--- config.mk ---
export PLATFORM = sky130hd
export DESIGN_NAME = tsi_top
export DESIGN_NICKNAME = d
export VERILOG_FILES = /design/src/rtl/tsi_pkg.sv /design/src/rtl/tsi_conn_mem.sv /design/src/rtl/tsi_data_mem.sv /design/src/rtl/tsi_ctrl.sv /design/src/rtl/tsi_top.sv
export SDC_FILE = /design/constraint.sdc
export NUM_CORES = 1
export LEC_CHECK = 0
export ABC_CLOCK_PERIOD_IN_PS = 3450
export BUFFER_PORTS_ARGS = -buffer_cell sky130_fd_sc_hd__buf_2
export CORE_ASPECT_RATIO = 0.7
export CORE_MARGIN = 10
export CORE_UTILIZATION = 35
export CTS_CLUSTER_DIAMETER = 50
export CTS_CLUSTER_SIZE = 16
export DETAILED_ROUTE_END_ITERATION = 6
export GPL_ROUTABILITY_DRIVEN = 0
export HOLD_SLACK_MARGIN = 0.12
export PLACE_DENSITY_LB_ADDON = 0.1
export SYNTH_ARGS = -nofsm -noshare
export SYNTH_HDL_FRONTEND = slang
export SYNTH_SLANG_ARGS = --single-unit
export TNS_END_PERCENT = 5
--- constraint.sdc ---
create_clock -name clk -period 3.45 [get_ports clk]
set_input_delay 0.345 -clock clk [delete_from_list [all_inputs] [get_ports clk]]
set_output_delay 0.345 -clock clk [all_outputs]
set_load 0.01 [all_outputs]
--- src/rtl/tsi_pkg.sv ---
package tsi_pkg;

    localparam int BANKS = 3;

    typedef enum logic {
        SYNC_HUNT = 1'b0,
        SYNC_RUN  = 1'b1
    } sync_state_e;

    typedef enum logic {
        DLY_VARIABLE = 1'b0,
        DLY_CONSTANT = 1'b1
    } delay_mode_e;

endpackage

--- src/rtl/tsi_conn_mem.sv ---
module tsi_conn_mem #(
    parameter  int CHANNELS = 32,
    localparam int CH_W     = $clog2(CHANNELS)
) (
    input  logic            clk,
    input  logic            wr_en,
    input  logic [CH_W-1:0] wr_addr,
    input  logic [CH_W-1:0] wr_src,
    input  logic [CH_W-1:0] rd_addr,
    output logic [CH_W-1:0] rd_src
);

    logic [CH_W-1:0] entry_q [CHANNELS];

    always_ff @(posedge clk) begin
        if (wr_en) begin
            entry_q[wr_addr] <= wr_src;
        end
    end

    assign rd_src = entry_q[rd_addr];

endmodule

--- src/rtl/tsi_data_mem.sv ---
module tsi_data_mem
    import tsi_pkg::*;
#(
    parameter  int CHANNELS = 32,
    parameter  int WIDTH    = 8,
    localparam int CH_W     = $clog2(CHANNELS),
    localparam int DEPTH    = BANKS * CHANNELS,
    localparam int AW       = $clog2(DEPTH)
) (
    input  logic             clk,
    input  logic             wr_en,
    input  logic [1:0]       wr_bank,
    input  logic [CH_W-1:0]  wr_ch,
    input  logic [WIDTH-1:0] wr_data,
    input  logic [1:0]       rd_bank,
    input  logic [CH_W-1:0]  rd_ch,
    output logic [WIDTH-1:0] rd_data
);

    logic [WIDTH-1:0] store_q [DEPTH];

    function automatic logic [AW-1:0] flat_addr(input logic [1:0] bank, input logic [CH_W-1:0] ch);
        return AW'(bank) * AW'(CHANNELS) + AW'(ch);
    endfunction

    always_ff @(posedge clk) begin
        if (wr_en) begin
            store_q[flat_addr(wr_bank, wr_ch)] <= wr_data;
        end
    end

    // Read returns the value held before any write on the same edge.
    assign rd_data = store_q[flat_addr(rd_bank, rd_ch)];

endmodule

--- src/rtl/tsi_ctrl.sv ---
module tsi_ctrl
    import tsi_pkg::*;
#(
    parameter  int CHANNELS = 32,
    localparam int CH_W     = $clog2(CHANNELS),
    localparam int LOOKAHEAD = 3
) (
    input  logic            clk,
    input  logic            rst_n,
    input  logic            frame_pulse,
    input  logic            slot_en,
    input  logic            mode_we,
    input  logic            mode_const,
    output logic            adv,
    output logic            running,
    output logic [CH_W-1:0] slot_now,
    output logic [CH_W-1:0] look_ch,
    output logic [1:0]      wr_bank,
    output logic [1:0]      rd_bank_cur,
    output logic [1:0]      rd_bank_nxt
);

    sync_state_e     state_q, state_d;
    delay_mode_e     mode_q, mode_pend_q, mode_now;
    logic [CH_W-1:0] slot_q;
    logic [1:0]      fcnt_q, fcnt_now;
    logic            sync_edge;

    function automatic logic [1:0] bank_inc(input logic [1:0] b);
        return (b == 2'(BANKS - 1)) ? 2'd0 : b + 2'd1;
    endfunction

    assign sync_edge = slot_en && frame_pulse;

    // Next-state logic
    always_comb begin
        state_d = state_q;
        unique case (state_q)
            SYNC_HUNT: state_d = sync_edge ? SYNC_RUN : SYNC_HUNT;
            SYNC_RUN:  state_d = SYNC_RUN;
            default:   state_d = SYNC_HUNT;
        endcase
    end

    // State register
    always_ff @(posedge clk) begin
        if (!rst_n) begin
            state_q <= SYNC_HUNT;
        end else begin
            state_q <= state_d;
        end
    end

    // Outputs
    always_comb begin
        running = (state_q == SYNC_RUN);
        adv     = slot_en && (running || frame_pulse);
        if (frame_pulse || slot_q == CH_W'(CHANNELS - 1)) begin
            slot_now = '0;
        end else begin
            slot_now = slot_q + 1'b1;
        end
        look_ch  = CH_W'((int'(slot_now) + LOOKAHEAD) % CHANNELS);
        fcnt_now = sync_edge ? bank_inc(fcnt_q) : fcnt_q;
        mode_now = sync_edge ? mode_pend_q : mode_q;
        if (mode_now == DLY_CONSTANT) begin
            wr_bank     = fcnt_now;
            rd_bank_cur = bank_inc(fcnt_now);
            rd_bank_nxt = bank_inc(bank_inc(fcnt_now));
        end else begin
            wr_bank     = 2'd0;
            rd_bank_cur = 2'd0;
            rd_bank_nxt = 2'd0;
        end
    end

    // Slot, frame and mode registers
    always_ff @(posedge clk) begin
        if (!rst_n) begin
            slot_q      <= CH_W'(CHANNELS - 1);
            fcnt_q      <= 2'd0;
            mode_q      <= DLY_VARIABLE;
            mode_pend_q <= DLY_VARIABLE;
        end else begin
            if (mode_we) begin
                mode_pend_q <= mode_const ? DLY_CONSTANT : DLY_VARIABLE;
            end
            if (adv) begin
                slot_q <= slot_now;
                fcnt_q <= fcnt_now;
                mode_q <= mode_now;
            end
        end
    end

    AST_FRAME_LENGTH: assert property (@(posedge clk) disable iff (!rst_n)
        (running && slot_en) |-> (frame_pulse == (slot_q == CH_W'(CHANNELS - 1))))
        else $error("frame pulse out of place");

    AST_MODE_AT_FRAME: assert property (@(posedge clk) disable iff (!rst_n)
        !sync_edge |=> $stable(mode_q))
        else $error("mode changed away from frame pulse");

endmodule

--- src/rtl/tsi_top.sv ---
module tsi_top
    import tsi_pkg::*;
#(
    parameter  int CHANNELS = 32,
    parameter  int WIDTH    = 8,
    localparam int CH_W     = $clog2(CHANNELS)
) (
    input  logic             clk,
    input  logic             rst_n,
    input  logic             frame_pulse,
    input  logic             slot_en,
    input  logic [WIDTH-1:0] din,
    output logic [WIDTH-1:0] dout,
    input  logic             cm_we,
    input  logic [CH_W-1:0]  cm_addr,
    input  logic [CH_W-1:0]  cm_src,
    input  logic             mode_we,
    input  logic             mode_const
);

    logic             adv, running;
    logic [CH_W-1:0]  slot_now, look_ch, src_now, src_q, tgt_q;
    logic [1:0]       wr_bank, rd_bank_cur, rd_bank_nxt, rd_bank;
    logic [WIDTH-1:0] rd_data, rd_q, mid_q;

    tsi_ctrl #(.CHANNELS(CHANNELS)) u_ctrl (
        .clk         (clk),
        .rst_n       (rst_n),
        .frame_pulse (frame_pulse),
        .slot_en     (slot_en),
        .mode_we     (mode_we),
        .mode_const  (mode_const),
        .adv         (adv),
        .running     (running),
        .slot_now    (slot_now),
        .look_ch     (look_ch),
        .wr_bank     (wr_bank),
        .rd_bank_cur (rd_bank_cur),
        .rd_bank_nxt (rd_bank_nxt)
    );

    tsi_conn_mem #(.CHANNELS(CHANNELS)) u_cmem (
        .clk     (clk),
        .wr_en   (cm_we),
        .wr_addr (cm_addr),
        .wr_src  (cm_src),
        .rd_addr (look_ch),
        .rd_src  (src_now)
    );

    // The read targets the channel two strobes ahead; it belongs to the
    // next frame when that channel number has wrapped below the current slot.
    assign rd_bank = (tgt_q < slot_now) ? rd_bank_nxt : rd_bank_cur;

    tsi_data_mem #(.CHANNELS(CHANNELS), .WIDTH(WIDTH)) u_dmem (
        .clk     (clk),
        .wr_en   (adv),
        .wr_bank (wr_bank),
        .wr_ch   (slot_now),
        .wr_data (din),
        .rd_bank (rd_bank),
        .rd_ch   (src_q),
        .rd_data (rd_data)
    );

    // Lookup at slot s, read at s+1, hold at s+2, drive at s+3.
    always_ff @(posedge clk) begin
        if (!rst_n) begin
            src_q <= '0;
            tgt_q <= '0;
            rd_q  <= '0;
            mid_q <= '0;
            dout  <= '0;
        end else if (adv) begin
            src_q <= src_now;
            tgt_q <= look_ch;
            rd_q  <= rd_data;
            mid_q <= rd_q;
            dout  <= mid_q;
        end
    end

    AST_DOUT_IDLE: assert property (@(posedge clk) disable iff (!rst_n)
        !slot_en |=> $stable(dout))
        else $error("output moved without a strobe");

    AST_HUNT_QUIET: assert property (@(posedge clk) disable iff (!rst_n)
        !running |-> (dout == '0))
        else $error("output active before frame sync");

endmodule

==> summary.txt <==
Status
  – Status: complete, no violations

Floorplanning
  – Die Y: 296.7 µm
  – Area of the die: 123200 µm²
  – Initial Util: 0.3529
  – CORE AREA: 108400 µm²
  – Ports: 33
  – Die extent in x: 415.2 µm
  – Rows: 101

Synthesis
  – Post-Syn Area: 38270 µm²
  – Synthesized instance count: 2070
  – Synth warn: 0
  – Sequential area share after synthesis: 0.7512
  – Synthesized flop and latch total: 972
  – Mapped Avg Cell Area: 18.49 µm²
  – Synth async-reset ratio: 0
  – Dominant synthesized flop cell: edfxtp_1
  – Distinct cells, synth: 53
  – EDFF count, synth: 928
  – Mapped Nets: 2102

Cells and area
  – FF/Latch Area: 28760 µm²
  – Footprint of the multi-input gates: 8985 µm²
  – NumNets Final: 2324
  – # fillers: 9648
  – Commonest cells after routing, fill and taps aside: edfxtp_1 (928), mux2i_1 (215), buf_4 (200)
  – Commonest non-fill, non-tap cell in the layout: edfxtp_1
  – Area grow syn2layout: 16.34%
  – Share of cells above drive strength 1: 0.2361

STA
  – Fin. max-slew vios: 0
  – Unrepaired setup endpoints after global routing: no
  – Worst slew margin: 0.2572
  – Post-layout min period: 3225 ps
  – Clk_skew: 28.20 ps
  – Max Clk Rate: 310.0 MHz
  – Worst-Margin Slew: 1114 ps
  – Final setup viols: 0
  – Period utilization: 0.9349
  – Setup TNS Final: 0 ps
  – Final hold vios: 0

Setup path
  – CP Launch Type: flop
  – WP depth: 12
  – Req. time, crit path: 4010 ps
  – Crit-path leading delay family: compound AO/OA/AOI/OAI gates
  – Worst EP arrival: 3780 ps
  – CP Cell Sequence: ha_1, and3_1, ha_1, nor3_1, mux2i_4, ha_1, a21o_1, a21o_1, o21ai_0, o2111ai_2, o221ai_1, nand3_1
  – Max FO, Critical Path: 8
  – Slowest cell on crit path: o221ai_1
  – CP endpoint kind: flop
  – Reg2Reg Depth: 12
  – Critical path buffers and inverters: 0
  – CP peak stage delay: 340 ps
  – Worst path most repeated cell: ha_1
  – WS Path Type: flop to flop

CTS
  – CTS tree: yes
  – Clk pin slew, worst setup/hold paths: 70 ps
  – CTS root buffer: clkbuf_16
  – H-tree Lvls: 3
  – Total CTS buffers: 93
  – Clk sinks: 972
  – Clk buf depth: 3
  – Post-CTS Setup Bufs: 0
  – Clk_lat worst skew: 700 ps

Drt
  – ANT nets after route: 0
  – Via total after detailed routing: 20180
  – Post-Route WL: 102200 µm
  – # DRC: 0
  – Initial DRT Pass Iterations: 7
  – Wire per inst: 26.87 µm
  – DR vias/cell: 5.307
  – Initial detailed-routing violation count: 1823

Min path
  – Hold depth: 1
  – Min-Delay Path Class: input port to flop

Global routing
  – Initial antenna violation count: 3
  – Largest net degree at the start of global routing: 97
  – GRT Overall Usage: 0.1645
  – Global-route wire length before repair: 148100 µm
  – Global route overflow: 0
  – Vias in the first global route: 20260

Power and ir drop
  – Leak: 13.84 nW
  – VDD IR max: 0.0003571 V
  – Total Power: 26.67 mW
  – Power Density: 599.1 nW/µm²

Flow run
  – Max-cap viol count: 0

Place
  – Port buffer count: 32
  – HPWL Detailed: 65850 µm
cell families (layout without fill, tap and decap cells):
family,count (synthesis),after routing,synth area share
xor gates and xnor gates,5,5,0.001341
buffers and inverters,116,405,0.01533
adders and majority gates,7,7,0.002289
other,0,1,0
AOI/OAI and AO/OA,252,252,0.04682
muxes,362,362,0.1416
and+or+nand+nor,356,356,0.04143
DFF,972,972,0.7512
power by group:
group	leakage [nW]	internal (mW)	switching [mW]	total, mW
Combinational	3.62	1.22	1.89	3.10
Clock	1.51	5.49	4.88	10.4
Sequential	8.71	13.0	0.175	13.2
metrics by stage:
step	setup slack (ps)	instance area, µm²	hold slack (ps)	utilization	cells
3_5_place_dp	82.33	41380	456.5	0.3816	3634
2_1_floorplan	33.38	38270	437.8	-	2070
4_1_cts	39.45	44490	129.0	0.4103	3801
6_report	224.7	44520	144.8	0.4106	3802
5_1_grt	32.98	44520	132.7	0.4106	3801
3_3_place_gp	180.8	41380	446.5	0.3816	3634
synth_stat cells, drive strengths merged (4+ instances only):
cell type,number,share of area
nand2,81,0.0079
xor2,4,0.0011
a31oi,5,0.00082
a22o,4,0.00092
a22oi,122,0.024
o31a,4,0.00092
nor2b,19,0.0031
o21a,7,0.0014
o211ai,4,0.00078
mux2,4,0.0012
o221ai,6,0.0014
ha,7,0.0023
o22ai,4,0.00065
and2,7,0.0011
clkbuf,48,0.0047
nand4,11,0.0018
a21boi,22,0.0043
a21oi,35,0.0046
o21ai,17,0.0022
buf,66,0.010
dfxtp,44,0.023
edfxtp,928,0.73
nand3,54,0.0071
mux2i,216,0.057
nand3b,6,0.0012
nor2,156,0.015
nor3,8,0.0010
o2111ai,6,0.0014
mux4,142,0.084
registers in the layout (all words and copies together) (netlist names):
signal / flops
u_ctrl.mode_pend_q: 1
u_ctrl.slot_q: 5
mid_q: 8
src_q: 5
u_ctrl.running: 1
dout: 8
u_ctrl.fcnt_q: 2
u_ctrl.mode_q: 1
u_cmem.entry_q: 160
tgt_q: 5
rd_q: 8
u_dmem.store_q: 768
routing by layer:
layer  vias up  global-route usage  share of wire
li1       8829                   -              -
met1     10650              0.2530           0.50
met2       556              0.2404           0.43
met3       138             0.02889          0.053
met4         0             0.03815          0.019
met5         -                   0              0
worst reg2reg max path: stages, from the launching register on:
cell,delay (ps)
dfxtp_1,310
ha_1,220
and3_1,190
ha_1,260
nor3_1,290
mux2i_4,120
ha_1,320
a21o_1,180
a21o_1,200
o21ai_0,220
o2111ai_2,300
o221ai_1,340
nand3_1,130
area by class of cell:
class,count,share of cell area
Antenna cell,1,0.00005621
Clock buffer,100,0.05427
Clock inverter,62,0.01450
Inverter,2,0.0001686
Multi-Input combinational cell,982,0.2018
Sequential cell,972,0.6459
Tap cell,1442,0.04053
Timing Repair Buffer,241,0.04275
what timing repair did:
item,CTS,global route
resized for setup,0,6
hold buffers,5,0
endpoints found under the setup margin,0,12
hold endpoints to repair,4,0
worst paths after layout:
path | from | end | slack (ps)
hold reg to reg | dout[1] | dout[1] | 460
setup reg to reg | u_ctrl.slot_q[0] | rd_q[2] | 220
hold / removal | din[5] | u_dmem.store_q[62][5] | 140
setup / recovery | u_ctrl.slot_q[0] | rd_q[2] | 220
Note: power is estimated with default switching activity, not from simulation.
